--- src/rtl/tfh_pkg.sv ---
package tfh_pkg;

   // number of addressing registers that keep a history
   localparam int unsigned TFH_NREG = 4;

   // history register index, also its offset from the base address
   typedef enum logic [1:0] {
      TFH_CNT     = 2'd0,
      TFH_LBA_LO  = 2'd1,
      TFH_LBA_MID = 2'd2,
      TFH_LBA_HI  = 2'd3
   } tfh_reg_e;

   // which block a host access is aimed at
   typedef enum logic [1:0] {
      TFH_ACC_NONE = 2'd0,
      TFH_ACC_CMD  = 2'd1,
      TFH_ACC_CTL  = 2'd2
   } tfh_acc_e;

endpackage

--- src/rtl/tfh_host_decode.sv ---
module tfh_host_decode
   import tfh_pkg::*;
#(
   parameter int unsigned ADDR_W    = 3,
   parameter int unsigned BASE_ADDR = 2
) (
   input  logic              cs_cmd_i,
   input  logic              cs_ctl_i,
   input  logic [ADDR_W-1:0] addr_i,
   input  logic              wr_i,
   input  logic              rd_i,
   output tfh_acc_e          acc_o,
   output logic              hist_hit_o,
   output logic [1:0]        hist_idx_o,
   output logic              cmd_wr_o,
   output logic              ctl_wr_o,
   output logic              rd_go_o,
   output logic [TFH_NREG-1:0] hist_we_o
);

   localparam int unsigned OFF_W = ADDR_W + 1;

   logic [OFF_W-1:0] offset;

   always_comb begin
      unique case ({cs_ctl_i, cs_cmd_i})
         2'b01:   acc_o = TFH_ACC_CMD;
         2'b10:   acc_o = TFH_ACC_CTL;
         default: acc_o = TFH_ACC_NONE;
      endcase
   end

   // an address below the base wraps to a value of at least 2**ADDR_W
   assign offset     = {1'b0, addr_i} - OFF_W'(BASE_ADDR);
   assign hist_hit_o = (offset < OFF_W'(TFH_NREG));
   assign hist_idx_o = offset[1:0];

   assign cmd_wr_o = wr_i && (acc_o == TFH_ACC_CMD);
   assign ctl_wr_o = wr_i && (acc_o == TFH_ACC_CTL);
   assign rd_go_o  = rd_i && (acc_o != TFH_ACC_NONE);

   for (genvar k = 0; k < TFH_NREG; k++) begin : g_we
      assign hist_we_o[k] = cmd_wr_o && hist_hit_o && (hist_idx_o == 2'(k));
   end

endmodule

--- src/rtl/tfh_hist_reg.sv ---
module tfh_hist_reg #(
   parameter int unsigned DATA_W = 8
) (
   input  logic              clk,
   input  logic              rst_n,
   input  logic              we_i,
   input  logic [DATA_W-1:0] wdata_i,
   output logic [DATA_W-1:0] cur_o,
   output logic [DATA_W-1:0] prev_o
);

   logic [DATA_W-1:0] newest_q;
   logic [DATA_W-1:0] older_q;

   always_ff @(posedge clk) begin
      if (!rst_n) begin
         newest_q <= '0;
         older_q  <= '0;
      end else if (we_i) begin
         older_q  <= newest_q;
         newest_q <= wdata_i;
      end
   end

   assign cur_o  = newest_q;
   assign prev_o = older_q;

endmodule

--- src/rtl/tfh_devctl.sv ---
module tfh_devctl #(
   parameter int unsigned DATA_W  = 8,
   parameter int unsigned HOB_BIT = 7
) (
   input  logic              clk,
   input  logic              rst_n,
   input  logic              ctl_wr_i,
   input  logic              cmd_wr_i,
   input  logic [DATA_W-1:0] wdata_i,
   output logic [DATA_W-1:0] devctl_o,
   output logic              hob_o
);

   logic [DATA_W-1:0] ctl_q;

   always_ff @(posedge clk) begin
      if (!rst_n) begin
         ctl_q <= '0;
      end else if (ctl_wr_i) begin
         ctl_q <= wdata_i;
      end else if (cmd_wr_i) begin
         ctl_q[HOB_BIT] <= 1'b0;
      end
   end

   assign devctl_o = ctl_q;
   assign hob_o    = ctl_q[HOB_BIT];

endmodule

--- src/rtl/tfh_read_mux.sv ---
module tfh_read_mux
   import tfh_pkg::*;
#(
   parameter int unsigned DATA_W = 8,
   parameter bit          RD_REG = 1'b1
) (
   input  logic                       clk,
   input  logic                       rst_n,
   input  logic                       rd_go_i,
   input  tfh_acc_e                   acc_i,
   input  logic                       hist_hit_i,
   input  logic [1:0]                 hist_idx_i,
   input  logic                       hob_i,
   input  logic [TFH_NREG*DATA_W-1:0] cur_i,
   input  logic [TFH_NREG*DATA_W-1:0] prev_i,
   input  logic [DATA_W-1:0]          devctl_i,
   output logic [DATA_W-1:0]          rdata_o
);

   logic [DATA_W-1:0] sel_cur;
   logic [DATA_W-1:0] sel_prev;
   logic [DATA_W-1:0] rd_val;

   always_comb begin
      sel_cur  = '0;
      sel_prev = '0;
      for (int k = 0; k < TFH_NREG; k++) begin
         if (hist_idx_i == 2'(k)) begin
            sel_cur  = cur_i[k*DATA_W +: DATA_W];
            sel_prev = prev_i[k*DATA_W +: DATA_W];
         end
      end
   end

   always_comb begin
      unique case (acc_i)
         TFH_ACC_CTL: rd_val = devctl_i;
         TFH_ACC_CMD: rd_val = !hist_hit_i ? '0 : (hob_i ? sel_prev : sel_cur);
         default:     rd_val = '0;
      endcase
   end

   if (RD_REG) begin : g_reg
      logic [DATA_W-1:0] rdata_q;
      always_ff @(posedge clk) begin
         if (!rst_n) begin
            rdata_q <= '0;
         end else if (rd_go_i) begin
            rdata_q <= rd_val;
         end
      end
      assign rdata_o = rdata_q;
   end else begin : g_comb
      logic unused_ok;
      assign unused_ok = clk ^ rst_n ^ rd_go_i;
      assign rdata_o   = rd_val;
   end

endmodule

--- src/rtl/hist_taskfile_regs.sv ---
module hist_taskfile_regs
   import tfh_pkg::*;
#(
   parameter int unsigned DATA_W    = 8,
   parameter int unsigned ADDR_W    = 3,
   parameter int unsigned BASE_ADDR = 2,
   parameter int unsigned HOB_BIT   = 7,
   parameter bit          RD_REG    = 1'b1
) (
   input  logic                       clk,
   input  logic                       rst_n,
   input  logic                       cs_cmd_i,
   input  logic                       cs_ctl_i,
   input  logic [ADDR_W-1:0]          addr_i,
   input  logic                       wr_i,
   input  logic                       rd_i,
   input  logic [DATA_W-1:0]          wdata_i,
   output logic [DATA_W-1:0]          rdata_o,
   output logic [DATA_W-1:0]          devctl_o,
   output logic                       hob_o,
   output logic [TFH_NREG*DATA_W-1:0] cur_o,
   output logic [TFH_NREG*DATA_W-1:0] prev_o,
   output logic [6*DATA_W-1:0]        lba_o,
   output logic [2*DATA_W-1:0]        count_o
);

   localparam int unsigned W = DATA_W;

   // elaboration-time parameter checks
   if (DATA_W < 8) begin : g_bad_width
      $error("hist_taskfile_regs: DATA_W must be at least 8");
   end
   if (ADDR_W < 2) begin : g_bad_addr
      $error("hist_taskfile_regs: ADDR_W must be at least 2");
   end
   if (BASE_ADDR + TFH_NREG > (1 << ADDR_W)) begin : g_bad_base
      $error("hist_taskfile_regs: history registers exceed the address space");
   end
   if (HOB_BIT >= DATA_W) begin : g_bad_hob
      $error("hist_taskfile_regs: HOB_BIT outside the data width");
   end

   tfh_acc_e            acc;
   logic                hist_hit;
   logic [1:0]          hist_idx;
   logic                cmd_wr;
   logic                ctl_wr;
   logic                rd_go;
   logic [TFH_NREG-1:0] hist_we;

   tfh_host_decode #(
      .ADDR_W    (ADDR_W),
      .BASE_ADDR (BASE_ADDR)
   ) u_decode (
      .cs_cmd_i   (cs_cmd_i),
      .cs_ctl_i   (cs_ctl_i),
      .addr_i     (addr_i),
      .wr_i       (wr_i),
      .rd_i       (rd_i),
      .acc_o      (acc),
      .hist_hit_o (hist_hit),
      .hist_idx_o (hist_idx),
      .cmd_wr_o   (cmd_wr),
      .ctl_wr_o   (ctl_wr),
      .rd_go_o    (rd_go),
      .hist_we_o  (hist_we)
   );

   for (genvar k = 0; k < TFH_NREG; k++) begin : g_hist
      tfh_hist_reg #(
         .DATA_W (DATA_W)
      ) u_hist (
         .clk     (clk),
         .rst_n   (rst_n),
         .we_i    (hist_we[k]),
         .wdata_i (wdata_i),
         .cur_o   (cur_o[k*W +: W]),
         .prev_o  (prev_o[k*W +: W])
      );
   end

   tfh_devctl #(
      .DATA_W  (DATA_W),
      .HOB_BIT (HOB_BIT)
   ) u_devctl (
      .clk      (clk),
      .rst_n    (rst_n),
      .ctl_wr_i (ctl_wr),
      .cmd_wr_i (cmd_wr),
      .wdata_i  (wdata_i),
      .devctl_o (devctl_o),
      .hob_o    (hob_o)
   );

   tfh_read_mux #(
      .DATA_W (DATA_W),
      .RD_REG (RD_REG)
   ) u_rdmux (
      .clk        (clk),
      .rst_n      (rst_n),
      .rd_go_i    (rd_go),
      .acc_i      (acc),
      .hist_hit_i (hist_hit),
      .hist_idx_i (hist_idx),
      .hob_i      (hob_o),
      .cur_i      (cur_o),
      .prev_i     (prev_o),
      .devctl_i   (devctl_o),
      .rdata_o    (rdata_o)
   );

   // older bytes form the upper half of both wide values
   assign lba_o = {prev_o[int'(TFH_LBA_HI)*W +: W],
                   prev_o[int'(TFH_LBA_MID)*W +: W],
                   prev_o[int'(TFH_LBA_LO)*W +: W],
                   cur_o[int'(TFH_LBA_HI)*W +: W],
                   cur_o[int'(TFH_LBA_MID)*W +: W],
                   cur_o[int'(TFH_LBA_LO)*W +: W]};

   assign count_o = {prev_o[int'(TFH_CNT)*W +: W], cur_o[int'(TFH_CNT)*W +: W]};

endmodule

--- config.mk ---
export PLATFORM = sky130hd
export DESIGN_NAME = hist_taskfile_regs
export DESIGN_NICKNAME = d
export VERILOG_FILES = /design/src/rtl/tfh_pkg.sv /design/src/rtl/tfh_host_decode.sv /design/src/rtl/tfh_hist_reg.sv /design/src/rtl/tfh_devctl.sv /design/src/rtl/tfh_read_mux.sv /design/src/rtl/hist_taskfile_regs.sv
export SDC_FILE = /design/constraint.sdc
export NUM_CORES = 1
export LEC_CHECK = 0
export BUFFER_PORTS_ARGS = -buffer_cell sky130_fd_sc_hd__buf_4
export CAP_MARGIN = 20
export CORE_ASPECT_RATIO = 1.5
export CORE_MARGIN = 1
export CORE_UTILIZATION = 45
export DETAILED_ROUTE_END_ITERATION = 16
export PLACE_DENSITY = 0.74
export SLEW_MARGIN = 20
export SYNTH_ARGS = -nofsm -noshare
export SYNTH_HDL_FRONTEND = slang
export SYNTH_HIERARCHICAL = 1
export SYNTH_SLANG_ARGS = --single-unit
--- constraint.sdc ---
create_clock -name clk -period 2.9 [get_ports clk]
set_input_delay 0.435 -clock clk [delete_from_list [all_inputs] [get_ports clk]]
set_output_delay 0.435 -clock clk [all_outputs]
set_load 0.005 [all_outputs]
==> results.json, run 1 <==
{
  "grt_setup_unrepaired": "no",
  "syn_nets": 445,
  "crit_type": "in -> reg",
  "rows": 43,
  "p_total_mw": 2.52,
  "ys.flop_type": "dfxtp_1",
  "hpwl_um": 8020,
  "grt_use_total_pct": 22.4,
  "ant_nets": 0,
  "cts_hold_buf": 0,
  "yosysTopAreaCellShare_pct": 36.8,
  "h-tree-depth": 3,
  "peakVddDrop_mv": 0.503,
  "tns_ns": 0,
  "start_kind": "input port",
  "finalInstanceArea_um2": 5400,
  "port_buffers": 161,
  "die_h_um": 122,
  "clk_pin_slew_ns": 0.06,
  "tightestPinTransition_ns": 0.858,
  "ys_seq_elements": 80,
  "dr.pass1.iters": 4,
  "cts_tree": "built",
  "max_freq_mhz": 514,
  "synthArstFlopShare_pct": 0,
  "ctsLongestPathBuffers": 2,
  "fill_cells": 842,
  "cts_sinks": 80,
  "gp_congestion": 0.870,
  "initial_utilization_pct": 46.8,
  "avgSynthCellArea_um2": 10.3,
  "worstReg2RegStart": "u_devctl/devctl_o[7]",
  "root_buffer": "clkbuf_16",
  "relSlewSlack_pct": 42.7,
  "hold_path_class": "in -> reg",
  "cp_data_required_time_ns": 3.17,
  "diodes": 0,
  "yosysMostFrequentCell": "mux2i_1",
  "finClkSkew_ns": 0.00731,
  "synth_common_cells": "86 x mux2i_1, 80 x dfxtp_1, 77 x nor2b_1, 66 x buf_4, 15 x nand2_1",
  "finalCriticalPeriod_ns": 1.95,
  "synth-xor-area-share_pct": 0,
  "stdcell_count": 631,
  "synth-simple-area-share_pct": 15.3,
  "via_per_inst": 5.13,
  "drc": 0,
  "worstHoldStart": "wdata_i[7]",
  "cts-buffers-inserted": 9,
  "syn_inst": 422,
  "dp_slack_ns": 0.627,
  "fin_util_pct": 58.0,
  "grt-ovfl-total": 0,
  "maxCapViolCount": 0,
  "grt_max_degree": 66,
  "setup_viol": 0,
  "cts_setup_buffers": 0,
  "placed_cells": 615,
  "place_area_um2": 5070,
  "synth_edf_count": 0,
  "synth_compound_area_share_pct": 6.12,
  "cp-end-kind": "register",
  "core_area_um2": 9310,
  "cp-startpoint": "cs_ctl_i",
  "crit_fanout": 4,
  "die_w_um": 82.3,
  "nNetsFinal": 537,
  "wire_per_inst_um": 17.6,
  "cts_resized": 0,
  "yosys-top-cells-area": "dfxtp_1 37%, mux2i_1 20%, buf_4 11%",
  "critPathArrivalTime_ns": 2.21,
  "netlist_area_um2": 4350,
  "status": "finished clean",
  "yosysSeqAreaShare_pct": 36.8,
  "yosys_warnings": 6,
  "leakagePower_nw": 2.21,
  "hold_viol_final": 0,
  "muxShareOfSynthArea_pct": 23.3,
  "period_share_pct": 67.1,
  "vias": 3237,
  "synth_top_family_by_area": "multiplexers",
  "synth_cell_types": 37,
  "wl_um": 11100,
  "hold_ws_ns": 0.386,
  "synth_adder_area_share_pct": 1.73,
  "layout-drive-gt1-share_pct": 37.8,
  "dieArea_um2": 10100,
  "setup_slack_ns": 0.953,
  "ios": 162,
  "powerDensity_nw_per_um2": 467,
  "first_iter_violations": 171,
  "first_global_vias": 3077,
  "syn2layout_area_growth_pct": 24.1,
  "antenna_found_initial": 0,
  "slew_violations": 0,
  "insertion_delay_ns": 0.33,
  "grt_first_pass_wirelength_um": 16500,
  "yosys.area.top_type": "dfxtp_1"
}
[cell usage in the layout, fill, tap and decap left out, types with 6 or more instances in the layout]
cell,instances
buf_4,167
clkbuf_16,9
dfxtp_1,80
ha_1,6
inv_1,9
mux2i_1,86
nand2_1,15
nor2b_1,77
o211ai_1,12
o21ai_0,6
[flip-flops by register name (all words and copies together), names as in the netlist]
name / count
g_hist.u_hist/prev_o: 32
u_devctl/devctl_o: 8
u_rdmux/rdata_o: 8
g_hist.u_hist/cur_o: 32
[cell type report]
cell class | count | area [um2] | area share, %
well taps | 112 | 140 | 2.60
multi-input cells | 247 | 2040 | 37.8
inverters | 9 | 33.8 | 0.626
clock buffers | 10 | 239 | 4.43
repair buffers | 167 | 1250 | 23.2
clock inverters | 6 | 90.1 | 1.67
flip-flops and latches | 80 | 1600 | 29.7
[cells by family (layout without fill, tap and decap cells)]
kind of cell / Yosys count / in the layout
buffers and inverters: 95 / 192
flip-flops: 80 / 80
AO/OA/AOI/OAI: 37 / 37
adder cells (fa/ha/maj): 6 / 6
AND/OR/NAND/NOR: 111 / 111
multiplexers: 93 / 93
[layer usage]
metal | global-route usage, % | vias to the layer above | wire length, um
li1 | - | 1560 | -
met1 | 24.7 | 1554 | 4250
met2 | 40.1 | 105 | 6030
met3 | 4.01 | 18 | 489
met4 | 10.6 | 0 | 303
met5 | 0 | - | 0
[path summary, 6_finish.rpt]
| check | to | depth (start not counted) | slack (ns) |
|---|---|---|---|
| hold / removal | u_devctl/devctl_o[7] | 2 | 0.39 |
| hold reg to reg | u_rdmux/rdata_o[1] | 2 | 0.50 |
| setup reg to reg | u_rdmux/rdata_o[3] | 4 | 1.06 |
| setup / recovery | u_rdmux/rdata_o[5] | 9 | 0.95 |
[power breakdown]
group / total [mW] / internal [mW] / switching [mW]
combinational: 0.164 / 0.0793 / 0.0847
sequential: 1.12 / 1.11 / 0.0128
clock: 1.24 / 0.782 / 0.454
total: 2.52 / 1.97 / 0.552
[worst max-delay path, stage by stage]
cell and delay, ns:
buf_4 0.12, inv_1 0.07, ha_1 0.18, inv_1 0.05, ha_1 0.32, nand3b_1 0.23, a211oi_1 0.45, o211ai_1 0.22
nand2_1 0.13
No activity file was read; power rests on OpenSTA's default activity.
==> run 2: changes to the inputs <==
==> constraint.sdc (replaced) <==
create_clock -name clk -period 2 [get_ports clk]
set_input_delay 0.3 -clock clk [delete_from_list [all_inputs] [get_ports clk]]
set_output_delay 0.3 -clock clk [all_outputs]
set_load 0.005 [all_outputs]
==> results.json, run 2 (same netlist as run 1, synthesis figures left out) <==
{
  "max_freq_mhz": 567,
  "peakVddDrop_mv": 0.555,
  "holdPathEnd": "u_devctl/devctl_o[7]",
  "r2r-end": "u_rdmux/rdata_o[0]",
  "dp_slack_ns": -0.0561,
  "rr_worst_depth": 5,
  "p_int_mw": 2.57,
  "gp_congestion": 0.838,
  "crit_fanout": 7,
  "grt_setup_unrepaired": "no",
  "diodes": 0,
  "cts_tree": "built",
  "hold_viol_final": 0,
  "p_clk_share_pct": 43.0,
  "wire_per_inst_um": 17.2,
  "ant_nets": 0,
  "final_common_cell": "buf_4",
  "setup_viol": 0,
  "powerDensity_nw_per_um2": 609,
  "nNetsFinal": 543,
  "grt_use_total_pct": 21.9,
  "via_per_inst": 5.15,
  "grt-ovfl-total": 0,
  "clk_pin_slew_ns": 0.05,
  "swShare_pct": 22.2,
  "vias": 3277,
  "cp_data_required_time_ns": 2.25,
  "antenna_found_initial": 0,
  "worstHoldStart": "wdata_i[7]",
  "port_buffers": 161,
  "multi_input_area_um2": 2040,
  "hpwl_um": 8180,
  "die_w_um": 82.3,
  "p_seq_share_pct": 49.3,
  "hold_path_class": "in -> reg",
  "leakagePower_nw": 2.21,
  "drc": 0,
  "cts_sinks": 80,
  "p_switching_uw": 731,
  "placed_cells": 621,
  "cts_hold_buf": 0,
  "layout-drive-gt1-share_pct": 37.4,
  "maxCapViolCount": 0,
  "grt_max_degree": 48,
  "mostFrequentLayoutCells": "169 x buf_4, 86 x mux2i_1, 80 x dfxtp_1, 77 x nor2b_1, 15 x nand2_1",
  "ios": 162,
  "ctsLongestPathBuffers": 2,
  "dr.pass1.iters": 4,
  "wl_um": 10900,
  "core_area_um2": 9310,
  "fill_cells": 812,
  "crit_type": "in -> reg",
  "critPathArrivalTime_ns": 2.01,
  "setup_slack_ns": 0.235,
  "r2r_slack_ns": 0.37,
  "slew_violations": 0,
  "syn2layout_area_growth_pct": 24.4,
  "finClkSkew_ns": 0.00419,
  "cts_setup_buffers": 0,
  "status": "finished clean",
  "whs_path_depth": 2,
  "die_h_um": 122,
  "first_global_vias": 3026,
  "tightestPinTransition_ns": 0.493,
  "grt_first_pass_wirelength_um": 16000,
  "hold_ws_ns": 0.249,
  "cts_resized": 0,
  "cp-end-kind": "register",
  "stdcell_count": 636,
  "relSlewSlack_pct": 67.1,
  "insertion_delay_ns": 0.33,
  "rows": 43,
  "seq_area_um2": 1600,
  "dieArea_um2": 10100,
  "pwr-share-comb_pct": 7.7,
  "initial_utilization_pct": 46.8,
  "cts-buffers-inserted": 9,
  "h-tree-depth": 3,
  "first_iter_violations": 85,
  "start_kind": "input port",
  "worstReg2RegStart": "u_devctl/devctl_o[7]",
  "period_share_pct": 88.3,
  "finalCriticalPeriod_ns": 1.77,
  "root_buffer": "clkbuf_16"
}
run 2: changes by cell type in the layout (fill, tap and decap cells not counted), sizes merged:
| cell | previous run | this run |
|---|---|---|
| bufinv | 2 | 0 |
| clkbuf | 10 | 14 |
| buf | 167 | 173 |
| clkinvlp | 1 | 0 |
| inv | 11 | 9 |
run 2: area by class of cell:
type / instances / area share [%]
Multi-Input combinational cell: 247 / 37.7
Sequential cell: 80 / 29.6
Timing Repair Buffer: 173 / 24.9
Clock buffer: 14 / 4.51
Tap cell: 112 / 2.59
Inverter: 9 / 0.624
Clock inverter: 1 / 0.0924
run 2: power by group through the flow:
| stage | clock, mW | sequential, mW | combinational (mW) |
|---|---|---|---|
| 6_report | 1.42 | 1.62 | 0.253 |
| 5_1_grt | 1.51 | 1.63 | 0.273 |
| 4_1_cts | 1.46 | 1.62 | 0.255 |
| 3_5_place_dp | 0 | 1.66 | 0.254 |
| 3_3_place_gp | 0 | 1.66 | 0.250 |
| 2_1_floorplan | 0 | 1.66 | 0.146 |
run 2: routing by layer:
| layer | vias up | GRT usage, % | share of wire, % |
|---|---|---|---|
| met2 | 107 | 41.2 | 56 |
| li1 | 1577 | - | - |
| met3 | 16 | 4.09 | 4.8 |
| met1 | 1577 | 22.5 | 37 |
| met5 | - | 0 | 0 |
| met4 | 0 | 9.87 | 2.3 |
run 2: worst max path at each step:
stage	to	start	cells after the start	slack, ns
4_1_cts	u_rdmux/rdata_o[0]	cs_ctl_i	9	0.28
6_report	u_rdmux/rdata_o[0]	cs_cmd_i	8	0.23
3_3_place_gp	u_rdmux/rdata_o[0]	cs_cmd_i	8	0.13
2_1_floorplan	u_rdmux/rdata_o[0]	cs_cmd_i	7	0.34
5_1_grt	u_rdmux/rdata_o[0]	cs_cmd_i	8	0.15
3_5_place_dp	u_rdmux/rdata_o[0]	cs_ctl_i	9	-0.06
run 2: per-stage QoR:
step	power [mW]	setup TNS, ns	utilization (%)	cell area [um2]
2_1_floorplan	1.80	0	-	4350
3_3_place_gp	1.91	0	55.5	5160
3_5_place_dp	1.91	-0.128	55.5	5160
4_1_cts	3.34	0	58.2	5410
5_1_grt	3.41	0	58.2	5410
6_report	3.30	0	58.2	5410
run 2: worst max-delay path, cell delays in order:
cell and delay (ns):
buf_4 0.10, inv_1 0.05, ha_1 0.28, nor2b_1 0.36, nand3b_1 0.22, nor3_1 0.41, o21ai_0 0.18, o221ai_1 0.11
==> run 3: changes to the inputs <==
--- a/config.mk
+++ b/config.mk
@@ -9,10 +9,9 @@
 export CAP_MARGIN = 20
 export CORE_ASPECT_RATIO = 1.5
 export CORE_MARGIN = 1
-export CORE_UTILIZATION = 45
+export CORE_UTILIZATION = 50
 export DETAILED_ROUTE_END_ITERATION = 16
-export PLACE_DENSITY = 0.74
-export SLEW_MARGIN = 20
+export PLACE_DENSITY = 0.81
 export SYNTH_ARGS = -nofsm -noshare
 export SYNTH_HDL_FRONTEND = slang
 export SYNTH_HIERARCHICAL = 1
==> constraint.sdc (replaced) <==
create_clock -name clk -period 1.7 [get_ports clk]
set_input_delay 0.255 -clock clk [delete_from_list [all_inputs] [get_ports clk]]
set_output_delay 0.255 -clock clk [all_outputs]
set_load 0.005 [all_outputs]
==> results.json, run 3 (same netlist as run 1, synthesis figures left out) <==
{
  "cp_data_required_time_ns": 1.99,
  "maxCapViolCount": 0,
  "first_global_vias": 3207,
  "tightestPinTransition_ns": 0.377,
  "period_share_pct": 89.5,
  "first_iter_violations": 128,
  "wl_um": 10900,
  "powerDensity_nw_per_um2": 748,
  "setup_viol": 0,
  "grt_max_degree": 42,
  "cts_resized": 0,
  "root_buffer": "clkbuf_16",
  "cts_setup_buffers": 0,
  "start_kind": "input port",
  "insertion_delay_ns": 0.34,
  "critPathArrivalTime_ns": 1.81,
  "p_int_mw": 3.23,
  "clk_pin_slew_ns": 0.06,
  "cp-startpoint": "cs_ctl_i",
  "cts_hold_buf": 0,
  "leakagePower_nw": 2.29,
  "grt_use_total_pct": 24.4,
  "peakVddDrop_mv": 0.609,
  "core_area_um2": 8410,
  "grt_setup_unrepaired": "no",
  "nNetsFinal": 555,
  "cts_tree": "built",
  "final_common_cell": "buf_4",
  "crit_type": "in -> reg",
  "finClkSkew_ns": 0.00606,
  "finalCriticalPeriod_ns": 1.52,
  "syn2layout_area_growth_pct": 27.5,
  "hold_path_class": "in -> reg",
  "hold_viol_final": 0,
  "wire_per_inst_um": 16.9,
  "crit_fanout": 3,
  "port_buffers": 161,
  "grt_first_pass_wirelength_um": 16500,
  "mostFrequentLayoutCells": "181 x buf_4, 86 x mux2i_1, 80 x dfxtp_1, 77 x nor2b_1, 15 x nand2_1",
  "p_seq_share_pct": 46.0,
  "dr.pass1.iters": 4,
  "diodes": 0,
  "rows": 41,
  "worstPathCellList": "buf_4 > inv_1 > ha_1 > inv_1 > ha_1 > a21boi_1 > o21ai_0 > a211oi_1 > a31o_2",
  "vias": 3322,
  "worstHoldStart": "wdata_i[7]",
  "cp-end-kind": "register",
  "cp_slowest_cell": "ha_1",
  "grt-ovfl-total": 0,
  "ant_nets": 0,
  "drc": 0,
  "p_total_mw": 4.15,
  "die_h_um": 116,
  "h-tree-depth": 3,
  "swShare_pct": 22.3,
  "p_clk_share_pct": 46.3,
  "max_stage_delay_ns": 0.32,
  "via_per_inst": 5.16,
  "ctsLongestPathBuffers": 2,
  "cts-buffers-inserted": 9,
  "hold_ws_ns": 0.209,
  "slew_violations": 0,
  "layout-drive-gt1-share_pct": 39.7,
  "dieArea_um2": 9090,
  "p_switching_uw": 924,
  "cts_sinks": 80,
  "worstReg2RegStart": "u_devctl/devctl_o[7]",
  "ios": 162,
  "initial_utilization_pct": 51.7,
  "gp_congestion": 0.835,
  "pwr-share-comb_pct": 7.7,
  "hpwl_um": 8060,
  "max_freq_mhz": 657,
  "antenna_found_initial": 0,
  "die_w_um": 78.2,
  "relSlewSlack_pct": 74.8,
  "status": "finished clean"
}
run 3: changes by cell type in the layout (fill, tap and decap cells not counted), sizes merged:
cell      before  now
clkinvlp       0    1
bufinv         0    1
clkbuf        14   11
clkinv         1    3
buf          173  185
run 3: area by class of cell:
class / count / area [um2]
clock buffer: 11 / 243
clock inverter: 5 / 56.3
fill: 709 / 2870
inverter: 9 / 33.8
multi-input combinational: 247 / 2040
sequential: 80 / 1600
tap: 107 / 134
timing repair buffer: 185 / 1440
run 3: power groups by stage:
stage	registers [mW]	logic, mW	clock network, mW
2_1_floorplan	1.95	0.172	0
6_report	1.91	0.318	1.92
5_1_grt	1.91	0.341	2.04
3_3_place_gp	1.95	0.311	0
4_1_cts	1.91	0.319	1.97
3_5_place_dp	1.95	0.317	0
run 3: per-stage QoR:
step	utilization (%)	TNS, ns	worst slack [ns]	cell area [um2]	instances
after CTS	65.9	0	0.164	5550	644
after floorplan	-	0	0.0840	4350	422
after detailed placement	62.4	-1.22	-0.144	5250	628
final	65.9	0	0.178	5550	644
after global routing	65.9	0	0.0567	5550	644
after global placement	62.4	-0.175	-0.0403	5250	628
run 3: worst max-delay path: cells and delay by family:
| family | cells | cell delay [ns] |
|---|---|---|
| adder cells (fa/ha/maj) | 2 | 0.49 |
| buffers and inverters | 3 | 0.25 |
| AO/OA/AOI/OAI | 4 | 0.81 |
run 3: worst paths after layout:
check                                            end  slack, ns  cells after the start
worst max-delay path              u_rdmux/rdata_o[6]       0.18                      9
worst min register to register    u_rdmux/rdata_o[7]       0.50                      2
worst min-delay path            u_devctl/devctl_o[7]       0.21                      2
worst max register to register    u_rdmux/rdata_o[2]       0.28                      6
run 3: per-layer routing:
layer  global-route usage (%)  vias to the layer above  wire [um]
li1                         -                     1603          -
met1                     25.4                     1572       4070
met2                     45.6                      125       5920
met3                     5.94                       22        510
met4                     12.0                        0        361
met5                        0                        -          0
